**src/rtl/sfifo_pkg.sv**
```systemverilog
package sfifo_pkg;
  localparam int WM_W = 2;
  typedef logic [WM_W-1:0] wm_t;
endpackage

```
**src/rtl/sfifo_buf.sv**
```systemverilog
module sfifo_buf #(
  parameter int DW    = 16,
  parameter int DEPTH = 4,
  parameter int CW    = $clog2(DEPTH+1)
) (
  input  logic          clk,
  input  logic          rst_n,
  input  logic [CW-1:0] cap,
  input  logic          push,
  input  logic [DW-1:0] push_data,
  input  logic          pop,
  output logic [DW-1:0] pop_data,
  output logic [CW-1:0] cnt,
  output logic          full
);
  localparam int PW = (DEPTH > 1) ? $clog2(DEPTH) : 1;
  localparam logic [PW-1:0] LAST = PW'(DEPTH - 1);

  logic [DW-1:0] mem [DEPTH];
  logic [PW-1:0] wr_ptr, rd_ptr;
  logic          push_ok, pop_ok;

  assign full     = (cnt >= cap);
  assign push_ok  = push && !full;
  assign pop_ok   = pop && (cnt != '0);
  assign pop_data = mem[rd_ptr];

  always_ff @(posedge clk) begin
    if (!rst_n) begin
      wr_ptr <= '0;
      rd_ptr <= '0;
      cnt    <= '0;
    end else begin
      if (push_ok) wr_ptr <= (wr_ptr == LAST) ? '0 : wr_ptr + 1'b1;
      if (pop_ok)  rd_ptr <= (rd_ptr == LAST) ? '0 : rd_ptr + 1'b1;
      if (push_ok && !pop_ok)      cnt <= cnt + 1'b1;
      else if (pop_ok && !push_ok) cnt <= cnt - 1'b1;
    end
  end

  always_ff @(posedge clk) begin
    if (push_ok) mem[wr_ptr] <= push_data;
  end

  AST_CNT_BOUND: assert property (@(posedge clk) disable iff (!rst_n)
    cnt <= CW'(DEPTH));
  AST_FULL_DROP: assert property (@(posedge clk) disable iff (!rst_n)
    (push && full && !pop) |=> (cnt == $past(cnt)));
  AST_SAME_CYCLE: assert property (@(posedge clk) disable iff (!rst_n)
    (push && pop && !full && cnt != '0) |=> (cnt == $past(cnt)));
endmodule

```
**src/rtl/sfifo_ovf.sv**
```systemverilog
module sfifo_ovf (
  input  logic clk,
  input  logic rst_n,
  input  logic full,
  input  logic rd_pop,
  input  logic push,
  input  logic word_tick,
  input  logic clr,
  output logic ovf
);
  logic armed, hold, set_ovf;

  assign hold    = full && !rd_pop;
  assign set_ovf = hold && armed && (word_tick || push);

  always_ff @(posedge clk) begin
    if (!rst_n) begin
      armed <= 1'b0;
      ovf   <= 1'b0;
    end else begin
      armed <= hold && (armed || word_tick);
      if (clr)          ovf <= 1'b0;
      else if (set_ovf) ovf <= 1'b1;
    end
  end

  AST_OVF_GRACE: assert property (@(posedge clk) disable iff (!rst_n)
    $rose(ovf) |-> $past(armed));
  AST_OVF_STICKY: assert property (@(posedge clk) disable iff (!rst_n)
    (ovf && !clr) |=> ovf);
  AST_OVF_CLEAR: assert property (@(posedge clk) disable iff (!rst_n)
    clr |=> !ovf);
endmodule

```
**src/rtl/sfifo_stat.sv**
```systemverilog
module sfifo_stat #(
  parameter int DW    = 16,
  parameter int DEPTH = 4,
  parameter int CW    = $clog2(DEPTH+1)
) (
  input  logic              clk,
  input  logic              rst_n,
  input  logic              fifo_en,
  input  logic [1:0]        tx_wm,
  input  logic              wr_valid,
  output logic              wr_ready,
  input  logic [DW-1:0]     wr_data,
  output logic              tx_valid,
  input  logic              tx_ready,
  output logic [DW-1:0]     tx_data,
  input  logic              rx_valid,
  input  logic [DW-1:0]     rx_data,
  output logic              rd_valid,
  input  logic              rd_ready,
  output logic [DW-1:0]     rd_data,
  input  logic              word_tick,
  input  logic              ovf_clr,
  output logic [CW-1:0]     tx_cnt,
  output logic [CW-1:0]     rx_cnt,
  output logic [2*CW+9:0]   ctrl_cnt,
  output logic              tx_empty,
  output logic              rx_full,
  output logic              rx_ovf
);
  import sfifo_pkg::*;

  wm_t           wm_eff;
  logic [CW-1:0] cap;
  logic          tx_full, rd_pop;

  assign wm_eff = fifo_en ? wm_t'(tx_wm) : '0;
  assign cap    = fifo_en ? CW'(DEPTH) : CW'(1);

  sfifo_buf #(.DW(DW), .DEPTH(DEPTH), .CW(CW)) u_txq (
    .clk(clk), .rst_n(rst_n), .cap(cap),
    .push(wr_valid), .push_data(wr_data),
    .pop(tx_ready), .pop_data(tx_data),
    .cnt(tx_cnt), .full(tx_full)
  );

  sfifo_buf #(.DW(DW), .DEPTH(DEPTH), .CW(CW)) u_rxq (
    .clk(clk), .rst_n(rst_n), .cap(cap),
    .push(rx_valid), .push_data(rx_data),
    .pop(rd_ready), .pop_data(rd_data),
    .cnt(rx_cnt), .full(rx_full)
  );

  assign rd_pop = rd_ready && rd_valid;

  sfifo_ovf u_ovf (
    .clk(clk), .rst_n(rst_n), .full(rx_full), .rd_pop(rd_pop),
    .push(rx_valid), .word_tick(word_tick), .clr(ovf_clr), .ovf(rx_ovf)
  );

  assign wr_ready = !tx_full;
  assign tx_valid = (tx_cnt != '0);
  assign rd_valid = (rx_cnt != '0);
  assign tx_empty = (tx_cnt <= CW'(wm_eff));
  assign ctrl_cnt = {tx_cnt, wm_eff, rx_cnt, 8'h00};

  AST_TXE_TOP: assert property (@(posedge clk) disable iff (!rst_n)
    (tx_cnt == CW'(DEPTH)) |-> !tx_empty);
  AST_TXE_OFF: assert property (@(posedge clk) disable iff (!rst_n)
    (!fifo_en && tx_cnt != '0) |-> !tx_empty);
  AST_RXF_DEPTH: assert property (@(posedge clk) disable iff (!rst_n)
    (fifo_en && rx_cnt == CW'(DEPTH)) |-> rx_full);
  AST_WR_BLOCK: assert property (@(posedge clk) disable iff (!rst_n)
    (fifo_en && tx_cnt < CW'(DEPTH)) |-> wr_ready);
endmodule

```
**config.mk**
```make
export PLATFORM = sky130hd
export DESIGN_NAME = sfifo_stat
export DESIGN_NICKNAME = d
export VERILOG_FILES = /design/src/rtl/sfifo_pkg.sv /design/src/rtl/sfifo_buf.sv /design/src/rtl/sfifo_ovf.sv /design/src/rtl/sfifo_stat.sv
export SDC_FILE = /design/constraint.sdc
export NUM_CORES = 1
export LEC_CHECK = 0
export BUFFER_PORTS_ARGS = -buffer_cell sky130_fd_sc_hd__clkbuf_2
export CAP_MARGIN = 15
export CORE_MARGIN = 1
export CORE_UTILIZATION = 50
export DETAILED_ROUTE_END_ITERATION = 10
export GPL_ROUTABILITY_DRIVEN = 0
export PLACE_DENSITY = 0.75
export SLEW_MARGIN = 40
export SYNTH_ARGS = -nofsm -noshare
export SYNTH_HDL_FRONTEND = slang
export SYNTH_SLANG_ARGS = --single-unit
```
**constraint.sdc**
```tcl
create_clock -name clk -period 2.8 [get_ports clk]
set_input_delay 0.14 -clock clk [delete_from_list [all_inputs] [get_ports clk]]
set_output_delay 0.14 -clock clk [all_outputs]
set_load 0.01 [all_outputs]
```
==> metrics <==
status finished clean; Netlist cell types 28; post-CTS resize count 0; sequential area share after synthesis 71.9%; Mean Syn Cell Area 19.1 µm²; Tot Pwr 6400 µW; DIE WIDTH 111 µm; asr flop ratio synth 0%; # H-tree levels 4; worst-case clock buffer depth 2; WL per Instance 16.4 µm; ANT nets after route 0; Clock Skew 0.00809 ns; crit start category register; CTS tree yes; top-level I/O count 103; diode count 0; Iter 0 DRT Violations 187; CTS Buf Count 17; Multi-input gate area 0.00147 mm²; Final Hold Fails 0; setup_tns 0 ns; # rows 39; Reg area 0.00425 mm²; Nets 513; Die Y-Extent 111 µm; met1 Use GR 21.0%; largest net degree at the start of global routing 17; FILL cells 775; met2 Use GR 28.2%; Congestion Overflow GR 0; Synth Warn # 0; Area Growth Syn to Fin 24.7%; vias in the first global route 3220; M3 GR Usage 4.98%; Detailed Routing Iterations Pass 1 4; number of post-CTS setup repair buffers 0; hpwl dp 6010 µm; max_cap viols 0; busiest grt layer met2; number of port buffers 94; Post-synth top flop edfxtp_1; Setup crit end kind register; layout cells sized above 1 36.5%; RSZ-0062 raised after global routing no; Die ar. 0.0123 mm²; CP Data Arrival Time 2.99 ns; routed wire length 9930 µm; Crit Path Max Fanout 7; final setup vio count 0; Cells after Synth 309; DR DRC count 0; clock latency at the later pin of the worst-skew pair 0.41 ns; worst ir drop on vdd 0.601 mV; via count 3090; final worst-path cycle share 94.6%; Slew Limit Fails 0; max frequency 378 MHz; Worst-Margin Slew 0.804 ns; All-Layer GR Usage 17.3%; Initial Util 51.5%; Setup Crit Path Kind register to register; number of flops mapped to enable cells by yosys 128; Cell Area, Synth 0.00591 mm²; clock sink count 148; Clock Pin Slew Worst Setup and Hold Paths 0.06 ns; #FFs+latches synth 148; core area 0.0115 mm²; WP data required 3.14 ns; leak pwr 0.00277 µW; Root Driver clkbuf_16; Cell Pwr Density 869 mW/mm²; routed vias/inst 5.10; worst hold path type primary input to register; Period minus WS final 2.65 ns; Slew headroom 46.3%; initial antenna violation count 0; global-route wire length before repair 15600 µm
worst max-delay path, stage by stage (launching register included):
cell and delay (ns):
dfxtp_1 0.33, inv_1 0.06, ha_1 0.27, or3b_4 0.39, a21oi_4 0.24, ha_1 0.22
inv_1 0.06, fa_1 0.38, xor2_1 0.16, or3_1 0.31, a21oi_1 0.16
cells in the mapped netlist (5+ instances only):
| library cell | count | area share [%] |
|---|---|---|
| and2_1 | 9 | 0.95 |
| mux2i_1 | 7 | 1.2 |
| edfxtp_1 | 128 | 65 |
| dfxtp_1 | 20 | 6.8 |
| buf_4 | 18 | 2.3 |
| ha_1 | 18 | 3.8 |
| or3_1 | 8 | 0.85 |
| nand2_1 | 13 | 0.83 |
| inv_1 | 14 | 0.89 |
| a21oi_1 | 8 | 0.68 |
| nor2_1 | 5 | 0.32 |
| mux4_2 | 32 | 12 |
repair_timing:
action / in CTS / in global routing
endpoints found under the hold margin: 129 / 0
setup endpoints to repair: 0 / 2
hold buffers: 33 / 0
layout by cell type (no fill, tap or decap), drive strengths merged, types with 10 or more instances in the layout:
| master | synthesis | routed |
|---|---|---|
| a21oi | 10 | 10 |
| edfxtp | 128 | 128 |
| dfxtp | 20 | 20 |
| buf | 21 | 12 |
| inv | 14 | 14 |
| ha | 18 | 18 |
| nand2 | 13 | 13 |
| clkbuf | 3 | 119 |
| dlygate4sd3 | 0 | 33 |
| mux4 | 32 | 32 |
path summary, 6_finish.rpt:
path	start	endpoint	slack (ns)	cells past startpoint
setup / recovery	u_txq.cnt[0]	u_txq.cnt[2]	0.15	10
hold / removal	word_tick	u_ovf.armed	0.05	3
setup reg to reg	u_txq.cnt[0]	u_txq.cnt[2]	0.15	10
hold reg to reg	u_ovf.ovf	u_ovf.ovf	0.47	2
kinds of logic after synthesis:
logic type      after synthesis  share of synthesized area [%]
flops                       148                           71.9
simple gates                 41                           3.73
mux                          39                           13.4
buf+inv                      38                           3.62
fa+ha+maj                    20                           4.49
compound gates               18                           2.25
xor+xnor                      4                          0.593
other cells                   1                         0.0635
where the power goes:
part           internal, µW  total (µW)  switching (µW)
Sequential             2680        2830             155
Clock                  1230        2010             783
Combinational           782        1560             773
metrics by stage:
step	area (µm²)	hold WS, ns	std cells	setup WS [ns]	utilization (%)
after floorplan	5930	0.239	316	0.0896	-
after global placement	6510	0.354	541	0.244	56.8
after detailed placement	6510	0.361	541	0.120	56.8
after CTS	7360	0.0226	606	0.113	64.2
after global routing	7370	0.0884	606	0.00240	64.2
final	7370	0.0517	606	0.152	64.2
sequential cells by signal, indices dropped and copies added, names as in the netlist, named ones only:
name / cells
u_txq.wr_ptr: 2
u_rxq.cnt: 3
u_txq.cnt: 3
u_rxq.rd_ptr: 2
u_ovf.armed: 1
u_txq.mem: 64
u_rxq.mem: 64
u_ovf.ovf: 1
u_rxq.wr_ptr: 2
u_txq.rd_ptr: 2
routing by layer:
metal,wire length [µm],up-vias,share of wire (%)
li1,-,1464,-
met1,4310,1522,43
met2,5020,94,51
met3,448,10,4.5
met4,144,0,1.5
met5,0,-,0
layout make-up:
cell class              instances  area share [%]
flip-flops and latches        148            57.6
repair buffers                139            12.1
well taps                     143            2.43
clock buffers                  25            6.32
multi-input cells             130            20.0
clock inverters                 7           0.798
inverters                      14           0.713
Power figures use the tool's default switching activity.
